===== src/rtl/oneshot_pkg.sv =====
package oneshot_pkg;

  // index of each control input inside the synchronizer bank
  localparam int SIG_LO  = 0;
  localparam int SIG_HI  = 1;
  localparam int SIG_ARM = 2;
  localparam int NUM_SIG = 3;

  // which path accepted a trigger this cycle
  typedef struct packed {
    logic by_arm;
    logic by_lo;
    logic by_hi;
  } trig_src_t;

  function automatic logic any_src(input trig_src_t s);
    return s.by_arm | s.by_lo | s.by_hi;
  endfunction

endpackage


===== src/rtl/os_sync.sv =====
module os_sync #(
  parameter int   STAGES = 2,
  parameter logic IDLE   = 1'b0
) (
  input  logic clk,
  input  logic rst,
  input  logic d,
  output logic lvl,
  output logic lvl_d
);

  logic [STAGES-1:0] sh;

  always_ff @(posedge clk) begin
    if (rst) begin
      sh    <= {STAGES{IDLE}};
      lvl_d <= IDLE;
    end else begin
      sh    <= {sh[STAGES-2:0], d};
      lvl_d <= sh[STAGES-1];
    end
  end

  assign lvl = sh[STAGES-1];

endmodule


===== src/rtl/os_trigger_qual.sv =====
module os_trigger_qual
  import oneshot_pkg::*;
(
  input  logic      lo_lvl,
  input  logic      lo_prev,
  input  logic      hi_lvl,
  input  logic      hi_prev,
  input  logic      arm_lvl,
  input  logic      arm_prev,
  output trig_src_t src
);

  logic lo_fall, hi_rise, arm_rise;

  always_comb begin
    lo_fall  = lo_prev  & ~lo_lvl;
    hi_rise  = hi_lvl   & ~hi_prev;
    arm_rise = arm_lvl  & ~arm_prev;
    src.by_hi  = hi_rise  & ~lo_lvl;
    src.by_lo  = lo_fall  &  hi_lvl;
    src.by_arm = arm_rise & ~lo_lvl & hi_lvl;
  end

endmodule


===== src/rtl/os_period_counter.sv =====
module os_period_counter #(
  parameter int W = 8
) (
  input  logic         clk,
  input  logic         rst,
  input  logic         clear,
  input  logic         load,
  input  logic [W-1:0] load_val,
  output logic [W-1:0] cnt,
  output logic         busy
);

  // priority: reset/clear, then reload, then countdown
  always_ff @(posedge clk) begin
    if (rst || clear)     cnt <= '0;
    else if (load)        cnt <= load_val;
    else if (cnt != '0)   cnt <= cnt - W'(1);
  end

  assign busy = (cnt != '0);

endmodule


===== src/rtl/retrig_oneshot.sv =====
module retrig_oneshot
  import oneshot_pkg::*;
#(
  parameter int R_W         = 4,
  parameter int C_W         = 4,
  parameter int SYNC_STAGES = 2
) (
  input  logic           clk,
  input  logic           rst,
  input  logic           gate_lo_n,
  input  logic           gate_hi,
  input  logic           arm_n,
  input  logic [R_W-1:0] span_r,
  input  logic [C_W-1:0] span_c,
  output logic           pulse,
  output logic           pulse_n
);

  localparam int CNT_W = R_W + C_W;
  // idle levels: active-low trigger high, active-high trigger low, clear released
  localparam logic [NUM_SIG-1:0] IDLE_VEC = 3'b101;

  function automatic logic [CNT_W-1:0] pulse_len(input logic [R_W-1:0] rf,
                                                 input logic [C_W-1:0] cf);
    return CNT_W'(rf) * CNT_W'(cf);
  endfunction

  logic [NUM_SIG-1:0] raw, lvl, prev;
  assign raw[SIG_LO]  = gate_lo_n;
  assign raw[SIG_HI]  = gate_hi;
  assign raw[SIG_ARM] = arm_n;

  for (genvar g = 0; g < NUM_SIG; g++) begin : g_sync
    os_sync #(.STAGES(SYNC_STAGES), .IDLE(IDLE_VEC[g])) u_sync (
      .clk  (clk),
      .rst  (rst),
      .d    (raw[g]),
      .lvl  (lvl[g]),
      .lvl_d(prev[g])
    );
  end

  // named internal events for the checker
  trig_src_t        trig_src;
  logic             clr_ok;
  logic             trig_fire;
  logic [CNT_W-1:0] trig_len;
  logic [CNT_W-1:0] cnt_now;
  logic             busy;

  os_trigger_qual u_qual (
    .lo_lvl  (lvl[SIG_LO]),
    .lo_prev (prev[SIG_LO]),
    .hi_lvl  (lvl[SIG_HI]),
    .hi_prev (prev[SIG_HI]),
    .arm_lvl (lvl[SIG_ARM]),
    .arm_prev(prev[SIG_ARM]),
    .src     (trig_src)
  );

  assign clr_ok    = lvl[SIG_ARM];
  assign trig_fire = clr_ok & any_src(trig_src);
  assign trig_len  = pulse_len(span_r, span_c);

  os_period_counter #(.W(CNT_W)) u_cnt (
    .clk     (clk),
    .rst     (rst),
    .clear   (~clr_ok),
    .load    (trig_fire),
    .load_val(trig_len),
    .cnt     (cnt_now),
    .busy    (busy)
  );

  // clear gates the output the cycle its synchronized level drops
  assign pulse   = busy & clr_ok;
  assign pulse_n = ~pulse;

endmodule


===== config.mk =====
export PLATFORM = sky130hd
export DESIGN_NAME = retrig_oneshot
export DESIGN_NICKNAME = d
export VERILOG_FILES = /design/src/rtl/oneshot_pkg.sv /design/src/rtl/os_sync.sv /design/src/rtl/os_trigger_qual.sv /design/src/rtl/os_period_counter.sv /design/src/rtl/retrig_oneshot.sv
export SDC_FILE = /design/constraint.sdc
export NUM_CORES = 1
export LEC_CHECK = 0
export BUFFER_PORTS_ARGS = -buffer_cell sky130_fd_sc_hd__buf_2
export CORE_ASPECT_RATIO = 1.25
export CORE_MARGIN = 3
export CORE_UTILIZATION = 50
export DETAILED_ROUTE_END_ITERATION = 8
export PLACE_DENSITY_LB_ADDON = 0.12
export SLEW_MARGIN = 30
export SYNTH_ARGS = -nofsm -noshare
export SYNTH_HDL_FRONTEND = slang
export SYNTH_SLANG_ARGS = --single-unit

===== constraint.sdc =====
create_clock -name clk -period 7.9 [get_ports clk]
set_clock_uncertainty 0.15 [all_clocks]
set_input_delay 1.185 -clock clk [delete_from_list [all_inputs] [get_ports clk]]
set_output_delay 1.185 -clock clk [all_outputs]
set_load 0.02 [all_outputs]

# Word-level counts from Yosys, hierarchy flattened
# Index checks and enable logic that the tools add are counted.
# totals
register_bits,17
latchBits,0
ramBits,0
rom_bits,0
output_inout_bits,2
memories,0
# op_classes
n_addsub,1
mul,1
div,0
magnitude_cmp,0
n_eq_ne,0
n_shift,0
mux,2
n_bitwise,16
reduce_logical,3
# op_table
operator,count
2-to-1 mux 8 bit,2
AND 1 bit,9
multiplier 4 x 4 -> 8 bit,1
nonzero test 8 bit,1
"subtractor 8 x 1 -> 8 bit, second input constant",1
NOT 1 bit,5
bitwise OR 1 bit,2
nonzero test 2 bit,1
logical OR 1 bit,1

# Depth between registers and ports, before layout
# depth
depth_word,8
mapped_depth,9
ltp_nobuf,9

# Hierarchy
# A second synthesis with hierarchy kept.
# unflattened
cells_unflattened,134
hier_area_um2,1202.4
# by_module_without_submodules
module,n_inst,cells_per_inst,area_per_inst_um2
os_period_counter,1,57,467.9
retrig_oneshot,1,56,467.9
os_sync,3,6,78.8
os_trigger_qual,1,3,30.0

# Worst setup path after synthesis
# No wires, ideal clock.
# synth_timing
path_type,input to register
from,in span_r[0]
to,reg u_cnt.cnt[7]
setup_time_ns,0.122
t_arrival_ns,3.594
required_time_ns,7.628
path_slack_ns,4.034
path_stages,9
path_buffers,0
path_cell_list,nand2_1 > fa_1 > inv_1 > fa_1 > ha_1 > a211o_1 > a211oi_1 > nor4b_1 > a311o_1
# synth_via
elab_chain_len,2
# synth_lines
item,line,rtl
"start, declared",retrig_oneshot.sv:13,"input logic [R_W-1:0] span_r,"
multiplier 4 x 4 -> 8 bit,retrig_oneshot.sv:25,return CNT_W'(rf) * CNT_W'(cf);
2-to-1 mux 8 bit,os_period_counter.sv:16,else if (load) cnt <= load_val;
"end signal, assigned",os_period_counter.sv:16,
"end signal, assigned",os_period_counter.sv:17,else if (cnt != '0) cnt <= cnt - W'(1);
"end, declared",os_period_counter.sv:9,"output logic [W-1:0] cnt,"
# No other way between the ends.
# A chain may end at the register's enable or synchronous reset.

# Final worst setup path
# layout_timing
from,in span_c[3]
to,reg u_cnt.cnt[7]
# layout_via
elab_chain_len,2
# layout_lines
item,line,rtl
"start, declared",retrig_oneshot.sv:14,"input logic [C_W-1:0] span_c,"
multiplier 4 x 4 -> 8 bit,retrig_oneshot.sv:25,
2-to-1 mux 8 bit,os_period_counter.sv:16,
# No other way between the ends.

==> impl_metrics.csv <==
group,metric,value,unit
clock_tree,cts.clk_slew.worst_paths,0.10,ns
route,vias_per_cell,5.45,
clock_tree,hold_buffers,0,
clock_tree,cts_resized,0,
synth,synth-edff-count,0,
die,core-area,2230,um^2
route,drtIter0Drc,14,
setup_path,critPathArrivalTime,3.88,ns
setup_path,start_kind,"input pin",
pwr,swShare,40.2,%
setup_path,critPathKind,"in -> reg",
die,rows,19,
clock_tree,cts_tree,"built",
pwr,leakage,0.628,nW
synth,synth_xor_area_share,2.22,%
pwr,power_frac_seq,33.1,%
synth,synth_top_family_by_area,"simple AND/OR/NAND/NOR gates",
cells_and_area,antenna-diode-count,0,
route,route.detailed.drc,0,
pwr,p_sw,0.155,mW
synth,synth.largest_area_cell,"dfxtp_1",
die,ioPinCount,15,
cells_and_area,syn2layout_area_growth,10.9,%
sta,setup_viol,0,
route,wl_per_cell,13.1,um
placed_design,gp_congestion,0.847,
synth,synth.area.top_cells,"dfxtp_1 (29%), ha_1 (15%), and2_1 (6.9%)",
synth,synth_compound_area_share,13.7,%
sta,period_needed,3.85,ns
grt,grt_pass1_vias,921,
run,drv_cap,0,
synth,synth_mux_area_share,2.11,%
cells_and_area,layout.nets,177,
cells_and_area,n_fill_cell,223,
synth,synth-adder-area-share,21.6,%
sta,hold_violations,0,
sta,rsz0062_at_grt,"no",
synth,ys.flop_type,"dfxtp_1",
grt,grt_overflow,0,
pwr,power_density,294,nW/um^2
placed_design,portBuffers,14,
synth,postSynthCellCount,129,
die,start_util,53.0,%
synth,ys_warn_count,0,
setup_path,critPathRequiredTime,7.94,ns
synth,async_flop_share,0,%
placed_design,hpwl,1950,um
sta,relSlewSlack,71.2,%
route,wirelength,2310,um
synth,synth_fp_nets,160,
die,die_x,49.5,um
route,dr.pass1.iters,4,
pwr,p_comb_share,55.1,%
pwr,p_int,0.231,mW
clock_tree,clock-sinks,17,
synth,ys_types,37,
clock_tree,cts_made_buffers,3,
grt,grt_use_total,16.9,%
clock_tree,cts_buffer_depth,2,
clock_tree,clkLatencyLatePin,0.29,ns
grt,grt_max_degree,15,
die,fp.dieH,60.4,um
clock_tree,h-tree-depth,1,
cells_and_area,final_util,58.7,%
synth,synth_top_cell_area_share,28.8,%
sta,slew_violations,0,
grt,antenna_found_initial,0,
pwr,ir_drop,199,uV
placed_design,pre_cts_slack,3.75,ns
setup_path,worstPathMaxFanout,4,
sta,timing.final.ws_setup,4.05,ns
synth,synth_area,1180,um^2
sta,worst_slew_pin_slew,0.431,ns
synth,ys_ff_latch,17,
clock_tree,post_cts_buffers,0,
sta,setup_tns,0,ns
die,dieArea,2990,um^2
route,ant_nets,0,
clock_tree,cts_root_buf,"clkbuf_4",
cells_and_area,drive_gt1_share,20.7,%
pwr,clkPwrFrac,11.9,%
worst_hold_path,hold_path.class,"reg -> reg",
synth,syn_area_per_cell,9.18,um^2
synth,synth_simple_gate_area_share,28.8,%
grt,grt_pass1_wl,3900,um
status,status,"finished clean",
route,vias,960,
pwr,power.total,0.386,mW
setup_path,critPathCaptureType,"flip-flop",
synth,synth-seq-area-share,28.8,%
sta,fin_crit_sh,48.7,%
sta,max_freq,260,MHz
## metal layers
| metal | vias up | GRT usage, % | wire length (um) | part of all wire, % |
|---|---|---|---|---|
| met2 | 16 | 32.6 | 1260 | 55 |
| met1 | 454 | 19.1 | 981 | 43 |
| met5 | - | 0 | 0 | 0 |
| li1 | 490 | - | - | - |
| met4 | 0 | 5.93 | 0 | 0 |
| met3 | 0 | 2.46 | 64 | 2.8 |
## flip-flops by register name, indices dropped and copies added, names as in the netlist
register	count
g_sync.u_sync.lvl_d	3
g_sync.u_sync.sh	6
u_cnt.cnt	8
## cell type report
cell class	instances	area, um^2	area share [%]
well taps	31	38.8	2.96
multi-input cells	103	810	61.7
flip-flops and latches	17	340	25.9
inverters	7	26.3	2.00
clock inverters	1	5.00	0.381
clock buffers	3	22.5	1.72
repair buffers	14	70.1	5.34
## Yosys cell counts (2+ instances only)
cell type   n
a211o_1     2
a21o_1      2
a21oi_1     7
a311oi_1    2
and2_1     13
dfxtp_1    17
fa_1        4
ha_1       14
inv_1       7
nand2_1     9
nand3_1     3
nand3b_1    2
nor2_1      5
nor2b_1     4
nor3b_1     3
o21ai_0     5
or2_2       7
or4_4       2
xor2_1      3
## worst max-delay path, stage by stage
cell	delay, ns
buf_2	0.11
nand2_1	0.08
fa_1	0.55
inv_1	0.06
fa_1	0.53
ha_1	0.33
a211o_1	0.31
a211oi_1	0.29
nor4b_1	0.10
a311o_1	0.32
## power groups by stage
stage | logic, mW | registers, mW | clock network [mW]
2_1_floorplan | 0.170 | 0.123 | 0
3_3_place_gp | 0.208 | 0.128 | 0
3_5_place_dp | 0.212 | 0.129 | 0
4_1_cts | 0.213 | 0.127 | 0.0480
5_1_grt | 0.236 | 0.131 | 0.0512
6_report | 0.212 | 0.127 | 0.0459
## through the flow
stage,area [um^2],hold slack (ns),cells
floorplan,1180,0.239,129
global placement,1280,0.242,172
detailed placement,1280,0.254,172
CTS,1310,0.281,176
global route,1310,0.285,176
finish,1310,0.273,176
## worst paths after layout
kind	slack [ns]	cells after the start	from	endpoint
max	4.05	10	span_c[3]	u_cnt.cnt[7]$_SDFFE_PP0P_
min	0.27	1	g_sync[0].u_sync.sh[0]$_SDFF_PP1_	g_sync[0].u_sync.sh[1]$_SDFF_PP1_
max reg2reg	5.67	4	u_cnt.cnt[2]$_SDFFE_PP0P_	u_cnt.cnt[7]$_SDFFE_PP0P_
min reg2reg	0.27	1	g_sync[0].u_sync.sh[0]$_SDFF_PP1_	g_sync[0].u_sync.sh[1]$_SDFF_PP1_
## placed cells by master (no fill, tap or decap), types with 3 or more instances in the layout
master and count:
a21oi_1 7, and2_1 13, buf_2 14, clkbuf_4 3, dfxtp_1 17, fa_1 4, ha_1 14, inv_1 7
nand2_1 9, nand3_1 3, nor2_1 5, nor2b_1 4, nor3b_1 3, o21ai_0 5, or2_2 7, xor2_1 3
## cell families after synthesis
| family | Yosys count |
|---|---|
| adder cells (fa/ha/maj) | 18 |
| buffers and inverters | 9 |
| AO/OA/AOI/OAI | 24 |
| XOR/XNOR | 3 |
| flip-flops | 17 |
| multiplexers | 2 |
| AND/OR/NAND/NOR | 56 |
(Power assumes the default switching activity.)
